### src/rtl/nbrx_pkg.sv
// Shared types for the nine-bit receiver.
// Assumes: nothing beyond IEEE 1800-2017.
package nbrx_pkg;
    typedef enum logic {
        ST_IDLE = 1'b0,
        ST_RECV = 1'b1
    } rx_state_t;
endpackage

### src/rtl/nbrx_sync.sv
// Brings the asynchronous serial line into the clock domain and flags
// falling edges on the synchronized copy.
// Assumes: the line idles high, so the flops reset to 1.
module nbrx_sync #(
    parameter int STAGES = 2
) (
    input  logic clk,
    input  logic rst_n,
    input  logic line_in,
    output logic line_s,
    output logic fall
);
    logic [STAGES-1:0] sreg;
    logic              prev;

    // Shift the raw line through the synchronizer and remember the last value.
    always_ff @(posedge clk) begin
        if (!rst_n) begin
            sreg <= '1;
            prev <= 1'b1;
        end else begin
            sreg <= {sreg[STAGES-2:0], line_in};
            prev <= sreg[STAGES-1];
        end
    end

    // Edge and level seen by the rest of the receiver.
    always_comb begin
        line_s = sreg[STAGES-1];
        fall   = prev & ~sreg[STAGES-1];
    end
endmodule

### src/rtl/nbrx_sampler.sv
// Counts oversampling ticks within a bit and forms a three-sample majority
// around the bit middle (phases MID-1, MID, MID+1).
// Assumes: restart is a one-cycle pulse at the start edge; tick is a pulse.
module nbrx_sampler #(
    parameter int OVS = 16,
    parameter int MID = 8
) (
    input  logic clk,
    input  logic rst_n,
    input  logic tick,
    input  logic restart,
    input  logic line,
    output logic vote_valid,
    output logic vote,
    output logic bit_end
);
    localparam int PW = $clog2(OVS);
    localparam logic [PW-1:0] PH_LAST = PW'(OVS - 1);
    localparam logic [PW-1:0] PH_A    = PW'(MID - 1);
    localparam logic [PW-1:0] PH_B    = PW'(MID);
    localparam logic [PW-1:0] PH_C    = PW'(MID + 1);

    logic [PW-1:0] phase;
    logic          s_a;
    logic          s_b;

    // Phase counter: zeroed on the start edge, wraps once per bit.
    always_ff @(posedge clk) begin
        if (!rst_n) begin
            phase <= '0;
        end else if (restart) begin
            phase <= '0;
        end else if (tick) begin
            phase <= (phase == PH_LAST) ? '0 : phase + 1'b1;
        end
    end

    // Capture the first two of the three mid-bit samples.
    always_ff @(posedge clk) begin
        if (!rst_n) begin
            s_a <= 1'b1;
            s_b <= 1'b1;
        end else if (tick && !restart) begin
            if (phase == PH_A) s_a <= line;
            if (phase == PH_B) s_b <= line;
        end
    end

    // Third sample is taken live; majority and strobes are combinational.
    always_comb begin
        vote_valid = tick && !restart && (phase == PH_C);
        bit_end    = tick && !restart && (phase == PH_LAST);
        vote       = (s_a & s_b) | (s_a & line) | (s_b & line);
    end
endmodule

### src/rtl/nbrx_frame_ctrl.sv
// Frame sequencer: confirms the start bit, shifts data LSB first, holds the
// ninth bit and applies the keep/drop rule at the stop-bit middle.
// Assumes: vote_valid and bit_end never fire in the same cycle.
module nbrx_frame_ctrl
    import nbrx_pkg::*;
#(
    parameter int DATA_BITS = 8
) (
    input  logic                 clk,
    input  logic                 rst_n,
    input  logic                 rx_en,
    input  logic                 mp_mode,
    input  logic                 done_clr,
    input  logic                 fall,
    input  logic                 vote_valid,
    input  logic                 vote,
    input  logic                 bit_end,
    output logic                 restart,
    output logic                 busy,
    output logic [DATA_BITS-1:0] rx_byte,
    output logic                 rx_bit9,
    output logic                 rx_done
);
    localparam int IDX_W = $clog2(DATA_BITS + 3);
    localparam logic [IDX_W-1:0] IDX_START = '0;
    localparam logic [IDX_W-1:0] IDX_NINTH = IDX_W'(DATA_BITS + 1);
    localparam logic [IDX_W-1:0] IDX_STOP  = IDX_W'(DATA_BITS + 2);

    rx_state_t            state;
    logic [IDX_W-1:0]     idx;
    logic [DATA_BITS-1:0] shreg;
    logic                 nine;
    logic                 at_stop;
    logic                 accept;

    // Start detection and keep decision.
    always_comb begin
        restart = (state == ST_IDLE) && rx_en && fall;
        busy    = (state == ST_RECV);
        at_stop = busy && vote_valid && (idx == IDX_STOP);
        accept  = at_stop && !rx_done && (!mp_mode || vote);
    end

    // Sequencer: state, bit index, data shift register and ninth bit.
    always_ff @(posedge clk) begin
        if (!rst_n) begin
            state <= ST_IDLE;
            idx   <= '0;
            shreg <= '0;
            nine  <= 1'b0;
        end else if (restart) begin
            state <= ST_RECV;
            idx   <= IDX_START;
        end else if (busy && vote_valid) begin
            if (idx == IDX_START) begin
                if (vote) state <= ST_IDLE;
            end else if (idx == IDX_STOP) begin
                state <= ST_IDLE;
            end else if (idx == IDX_NINTH) begin
                nine <= vote;
            end else begin
                shreg <= {vote, shreg[DATA_BITS-1:1]};
            end
        end else if (busy && bit_end) begin
            idx <= idx + 1'b1;
        end
    end

    // Output registers load only on a kept frame.
    always_ff @(posedge clk) begin
        if (!rst_n) begin
            rx_byte <= '0;
            rx_bit9 <= 1'b0;
        end else if (accept) begin
            rx_byte <= shreg;
            rx_bit9 <= nine;
        end
    end

    // Sticky done flag; setting takes priority over clearing.
    always_ff @(posedge clk) begin
        if (!rst_n)        rx_done <= 1'b0;
        else if (accept)   rx_done <= 1'b1;
        else if (done_clr) rx_done <= 1'b0;
    end
endmodule

### src/rtl/nine_bit_rx.sv
// Top level of the oversampling nine-bit receiver: synchronizer, mid-bit
// majority sampler and frame sequencer.
// Assumes: tick16 is a one-cycle pulse at OVS times the bit rate.
module nine_bit_rx #(
    parameter int OVS         = 16,
    parameter int SYNC_STAGES = 2,
    parameter int DATA_BITS   = 8
) (
    input  logic                 clk,
    input  logic                 rst_n,
    input  logic                 tick16,
    input  logic                 rx_en,
    input  logic                 mp_mode,
    input  logic                 done_clr,
    input  logic                 rx_line,
    output logic [DATA_BITS-1:0] rx_byte,
    output logic                 rx_bit9,
    output logic                 rx_done
);
    localparam int MID = OVS / 2;

    logic line_s;
    logic fall;
    logic restart;
    logic busy;
    logic vote_valid;
    logic vote;
    logic bit_end;

    nbrx_sync #(.STAGES(SYNC_STAGES)) u_sync (
        .clk     (clk),
        .rst_n   (rst_n),
        .line_in (rx_line),
        .line_s  (line_s),
        .fall    (fall)
    );

    nbrx_sampler #(.OVS(OVS), .MID(MID)) u_samp (
        .clk        (clk),
        .rst_n      (rst_n),
        .tick       (tick16),
        .restart    (restart),
        .line       (line_s),
        .vote_valid (vote_valid),
        .vote       (vote),
        .bit_end    (bit_end)
    );

    nbrx_frame_ctrl #(.DATA_BITS(DATA_BITS)) u_ctrl (
        .clk        (clk),
        .rst_n      (rst_n),
        .rx_en      (rx_en),
        .mp_mode    (mp_mode),
        .done_clr   (done_clr),
        .fall       (fall),
        .vote_valid (vote_valid),
        .vote       (vote),
        .bit_end    (bit_end),
        .restart    (restart),
        .busy       (busy),
        .rx_byte    (rx_byte),
        .rx_bit9    (rx_bit9),
        .rx_done    (rx_done)
    );
endmodule

### config.mk
export PLATFORM = sky130hd
export DESIGN_NAME = nine_bit_rx
export DESIGN_NICKNAME = d
export VERILOG_FILES = /design/src/rtl/nbrx_pkg.sv /design/src/rtl/nbrx_sync.sv /design/src/rtl/nbrx_sampler.sv /design/src/rtl/nbrx_frame_ctrl.sv /design/src/rtl/nine_bit_rx.sv
export SDC_FILE = /design/constraint.sdc
export NUM_CORES = 1
export LEC_CHECK = 0
export BUFFER_PORTS_ARGS = -buffer_cell sky130_fd_sc_hd__buf_4
export CORE_UTILIZATION = 51
export CTS_CLUSTER_SIZE = 40
export DETAILED_ROUTE_END_ITERATION = 6
export GPL_TIMING_DRIVEN = 0
export PLACE_DENSITY = 0.7
export SETUP_SLACK_MARGIN = 0.02
export SYNTH_ARGS = -nofsm -noshare
export SYNTH_HDL_FRONTEND = slang
export SYNTH_HIERARCHICAL = 1
export SYNTH_SLANG_ARGS = --single-unit
### constraint.sdc
create_clock -name clk -period 1.9 [get_ports clk]
set_input_delay 0.285 -clock clk [delete_from_list [all_inputs] [get_ports clk]]
set_output_delay 0.285 -clock clk [all_outputs]
set_load 0.005 [all_outputs]
# --- Yosys cells after proc, flatten, opt, wreduce, memory -nomap -nowiden ---
# Cells that the tools add are included.
totals:
  register_bits: 33
  input_bits: 7
  wordCells: 68
op_classes:
  addsub: 2
  n_eq_ne: 7
  mux: 8
  n_bitwise: 14
  n_reduce_logical: 25
ops:
  columns: ["operator", "n"]
  rows:
  - ["$eq A4 B4 Y1 const B", 5]
  - ["$logic_and A1 B1 Y1", 10]
  - ["$reduce_and A5 Y1", 2]
  - ["$add A4 B1 Y4 const B", 2]
  - ["$not A1 Y1", 8]
  - ["$mux W1", 7]
  - ["$reduce_and A2 Y1", 3]
  - ["$and A1 B1 Y1", 4]
  - ["$eq A4 B3 Y1 const B", 1]
  - ["$logic_not A4 Y1", 1]
  - ["$mux W4", 1]
  - ["$reduce_bool A2 Y1", 2]
  - ["$logic_not A1 Y1", 3]
  - ["$ne A3 B2 Y1 const B", 1]
  - ["$reduce_and A3 Y1", 1]
  - ["$reduce_bool A3 Y1", 1]
  - ["$or A1 B1 Y1", 2]
  - ["$reduce_or A2 Y1", 1]
  - ["$logic_or A1 B1 Y1", 1]

# --- Longest topological paths before layout ---
logic_depth:
  ltp_word: 11
  ltp_mapped: 9
  depth_no_buf: 8

# --- By module ---
# The synthesis kept the hierarchy.
modules_own_cells:
  columns: ["module", "n_inst", "cells_each", "area_per_inst_um2"]
  rows:
  - ["nbrx_frame_ctrl", 1, 121, 1131.1]
  - ["nbrx_sampler", 1, 36, 340.3]
  - ["nbrx_sync", 1, 7, 85.1]

# --- Worst setup path before layout ---
# Ideal clock, no wire load.
synth_path:
  path_kind: "register to register"
  from: "register u_ctrl.state, in the netlist u_ctrl/busy"
  to: "register u_ctrl.idx[3]"
  t_arrival_ns: 1.905
  path_slack_ns: -0.075
  path_stages_with_launch: 9
  path_buffers: 1
  path_cell_list: "dfxtp_1 buf_2 nand3b_1 inv_1 and4bb_4 and2_1 nand3b_1 or3_1 a21oi_1"
synth_via:
  elab_chain_cells: 9
  word_cells_on_any_way: 12
synth_rtl:
  columns: ["item", "line", "source"]
  rows:
  - ["start, declared", "nbrx_frame_ctrl.sv:29", "rx_state_t state;"]
  - ["start signal, assigned", "nbrx_frame_ctrl.sv:47", "state <= ST_IDLE;"]
  - ["start signal, assigned", "nbrx_frame_ctrl.sv:52", "state <= ST_RECV;"]
  - ["start signal, assigned", "nbrx_frame_ctrl.sv:56", "if (vote) state <= ST_IDLE;"]
  - ["$not A1 Y1", "nbrx_frame_ctrl.sv:38", "restart = (state == ST_IDLE) && rx_en && fall;"]
  - ["$logic_and A1 B1 Y1 (2 in a row)", "nbrx_frame_ctrl.sv:38", null]
  - ["named net restart", "nine_bit_rx.sv:24", "logic restart;"]
  - ["$logic_not A1 Y1", "nbrx_sampler.sv:51", "vote_valid = tick && !restart && (phase == PH_C);"]
  - ["$logic_and A1 B1 Y1 (2 in a row)", "nbrx_sampler.sv:51", null]
  - ["named net vote_valid", "nine_bit_rx.sv:26", "logic vote_valid;"]
  - ["$logic_and A1 B1 Y1", "nbrx_frame_ctrl.sv:54", "end else if (busy && vote_valid) begin"]
  - ["$not A1 Y1 (no source line)", null, null]
  - ["$reduce_and A2 Y1 (no source line)", null, null]
  - ["end signal, assigned", "nbrx_frame_ctrl.sv:65", "idx <= idx + 1'b1;"]
  - ["end, declared", "nbrx_frame_ctrl.sv:30", "logic [IDX_W-1:0] idx;"]
# The timed path passes the listed nets, and every way through them passes these cells.
# A chain may end at the register's enable or synchronous reset.

# --- Worst setup path in the final report ---
layout_path:
  from: "register u_sync.sreg[1]"
  to: "register u_ctrl.rx_byte[7]"
layout_via:
  elab_chain_cells: 10
  word_cells_on_any_way: 15
layout_rtl:
  columns: ["item", "line", "source"]
  rows:
  - ["start, declared", "nbrx_sync.sv:13", "logic [STAGES-1:0] sreg;"]
  - ["start signal, assigned", "nbrx_sync.sv:22", "sreg <= {sreg[STAGES-2:0], line_in};"]
  - ["$not A1 Y1", "nbrx_sync.sv:30", "fall = prev & ~sreg[STAGES-1];"]
  - ["$and A1 B1 Y1", "nbrx_sync.sv:30", null]
  - ["named net fall", "nine_bit_rx.sv:23", "logic fall;"]
  - ["$logic_and A1 B1 Y1", "nbrx_frame_ctrl.sv:38", null]
  - ["named net restart", "nine_bit_rx.sv:24", null]
  - ["$logic_not A1 Y1", "nbrx_sampler.sv:51", null]
  - ["$logic_and A1 B1 Y1 (2 in a row)", "nbrx_sampler.sv:51", null]
  - ["named net vote_valid", "nine_bit_rx.sv:26", null]
  - ["$logic_and A1 B1 Y1 (2 in a row)", "nbrx_frame_ctrl.sv:40", "at_stop = busy && vote_valid && (idx == IDX_STOP);"]
  - ["$logic_and A1 B1 Y1 (2 in a row)", "nbrx_frame_ctrl.sv:41", "accept = at_stop && !rx_done && (!mp_mode || vote);"]
  - ["end signal, assigned", "nbrx_frame_ctrl.sv:75", "rx_byte <= shreg;"]
  - ["end, declared", "nbrx_frame_ctrl.sv:20", "output logic [DATA_BITS-1:0] rx_byte,"]
# The timed path passes the listed nets, and every way through them passes these cells.

==> results.toml <==
[outcome]
status = "finished with violations"
violations = "DRC, setup timing"

[hold_path]
hold_depth = 2
hp-class = "input pin to register"

[sta]
layout_setup_ws_ns = -0.00391
rsz0062_at_grt = "true"
tightestPinTransition_ns = 0.563
period_minus_slack_ns = 1.90
fin_setup_tns_ns = -0.00391
finalClockSkew_ns = 0.00454
max_freq_mhz = 525
relSlewSlack_pct = 62.5
finalHoldViolCount = 0
setup_viol = 1
period_share_pct = 100
slew_violations = 0

[yosys]
ys_seq_area_share_pct = 42.4
netlist_instances = 164
synth_top_cell_area_share_pct = 42.4
netlist_area_mm2 = 0.00156
avgSynthCellArea_um2 = 9.49
yosysUniqueCellTypes = 33
yosysWarnings = 6
syn_nets = 178
synth.top_cells.by_area = "dfxtp_1 42%, mux2i_1 6.4%, ha_1 5.6%"
ys_seq_elements = 33
synth_top_flop_cell = "dfxtp_1"
synth_area_leader_cell = "dfxtp_1"
synth_edf_count = 0
async_flop_share_pct = 0

[drt]
drtPass1Iterations = 7
drtIter0Drc = 78
drt_wl_total_mm = 3.43
vias_per_cell = 5.76
drc = 6
wl_per_cell_um = 15.2
dr_total_vias = 1302
ant_nets = 0

[final_layout]
drive_gt1_share_pct = 27.7
final_cell_mix = "31 x dfxtp_1, 21 x buf_4, 13 x nand2_1"
final_cell_count_no_fill = 226
layout-area-overhead-vs-synth_pct = 24.9
final_common_cell = "dfxtp_1"
nFillCells = 226
antenna_cells = 0
nNetsFinal = 208

[floorplanning]
dieArea_mm2 = 0.00328
rows = 19
start_util_pct = 55.0
io_pins = 17
coreArea_mm2 = 0.00283
die_h_um = 57.2
dieWidth_um = 57.2

[setup_path]
required_ns = 2.14
crit_type = "register to register"
worstSetupEndpointType = "register"
critPathArrivalTime_ns = 2.14
rr_worst_depth = 9
start_kind = "register"
critPathMaxFanout = 6

[power_and_ir_drop]
ir_worst_vdd_v = 0.000491
pwr-share-seq_pct = 57.5
intPower_uw = 940
swShare_pct = 23.4
netSwitchingPower_uw = 288
pwr-share-comb_pct = 4.8
clock_power_share_pct = 37.7
power.total_mw = 1.23
p_leak_nw = 0.853
p_per_area_mw_per_mm2 = 631

[place]
port_buffers = 15
place_congestion = 0.809
dpl.cell_count = 210
dp.final_hpwl_mm = 2.13

[global_route]
grt_max_degree = 11
overflow = 0
grt_pass1_wl_mm = 5.42
first_global_vias = 1296
track_usage_pct = 21.7
antenna_found_initial = 0

[cts]
cts_tree = "yes"
htree_num_levels = 2
cts_buffer_depth = 2
hold_buffers = 0
clock_latency_ns = 0.34
cts_root_buf = "clkbuf_4"
cts_buffers = 5
cts_sinks = 33
path_clk_slew_ns = 0.10

[job]
maxCapViolCount = 0
[final cells by class]
cell class	count	area, µm²	area share [%]
Inverter	8	30.0	1.54
Tap cell	31	38.8	1.99
Buffer	9	56.3	2.90
Clock inverter	1	5.00	0.257
Multi-Input combinational cell	114	895	46.0
Clock buffer	7	65.1	3.35
Timing Repair Buffer	23	189	9.72
Sequential cell	33	666	34.2
[worst paths after layout]
| kind | startpoint | to | slack (ns) |
|---|---|---|---|
| setup / recovery | u_sync/sreg[1] | u_ctrl/rx_byte[7] | -0.004 |
| hold / removal | rx_line | u_sync/sreg[0] | 0.12 |
| setup reg to reg | u_sync/sreg[1] | u_ctrl/rx_byte[7] | -0.004 |
| hold reg to reg | u_sync/sreg[0] | u_sync/sreg[1] | 0.43 |
[power groups by stage]
stage	Sequential (mW)	Combinational [mW]	Clock, mW
detailed placement	0.722	0.0543	0
global placement	0.722	0.0516	0
floorplan	0.720	0.0356	0
CTS	0.706	0.0574	0.471
finish	0.706	0.0589	0.462
global route	0.708	0.0662	0.505
[metrics by stage]
| stage | hold WS [ns] | cell area (µm²) | setup slack (ns) | util, % |
|---|---|---|---|---|
| 2_1_floorplan | 0.358 | 1560 | 0.0466 | - |
| 3_3_place_gp | 0.397 | 1710 | -0.130 | 60.5 |
| 3_5_place_dp | 0.415 | 1710 | -0.203 | 60.5 |
| 4_1_cts | 0.115 | 1850 | 0.0265 | 65.4 |
| 5_1_grt | 0.0975 | 1940 | -0.0905 | 68.7 |
| 6_report | 0.115 | 1940 | -0.00391 | 68.7 |
[cells in the mapped netlist (2+ instances only)]
cell       n
dfxtp_1   33
nand2_1   13
a21oi_1   11
nand4_1   11
mux2i_1   10
o31ai_1   10
nand2b_1   9
nor2_1     9
inv_1      8
ha_1       7
nand3b_1   5
clkbuf_1   4
nand3_1    3
nor2b_1    3
o21ai_0    3
xnor2_1    3
buf_1      2
buf_2      2
buf_6      2
nand4b_1   2
xor2_1     2
[registers in the layout (all words and copies together) (netlist names), 2 cells and up]
name            count
u_ctrl/idx          4
u_ctrl/rx_byte      8
u_ctrl/shreg        8
u_samp/phase        4
u_sync/sreg         2
[cell families after synthesis]
group                      synth area share (%)
buffers and inverters                      5.47
adders and majority gates                  6.27
DFF                                        42.4
and+or+nand+nor                            22.5
muxes                                      7.32
xor gates and xnor gates                   2.81
AOI/OAI and AO/OA                          13.2
[metal layers]
metal | track usage, % | up-vias | wire length [µm]
li1 | - | 650 | -
met1 | 24.1 | 603 | 1510
met2 | 37.6 | 40 | 1670
met3 | 5.44 | 9 | 182
met4 | 12.5 | 0 | 69
met5 | 0 | - | 0
[critical path, stage by stage, from the launching register on]
cell,delay (ns)
dfxtp_4,0.39
nor2b_4,0.04
nand3b_1,0.11
inv_2,0.07
and4bb_4,0.32
and2_4,0.21
buf_12,0.12
nand4b_4,0.14
o31ai_2,0.32
a21oi_2,0.08
[repair_timing]
item | CTS | global route
pin swaps | 3 | 10
setup endpoints to repair | 12 | 21
gates resized for setup | 8 | 16
setup buffers | 5 | 2
endpoints found under the hold margin | 0 | 0
cloned | 1 | 1
(Power assumes the default switching activity.)
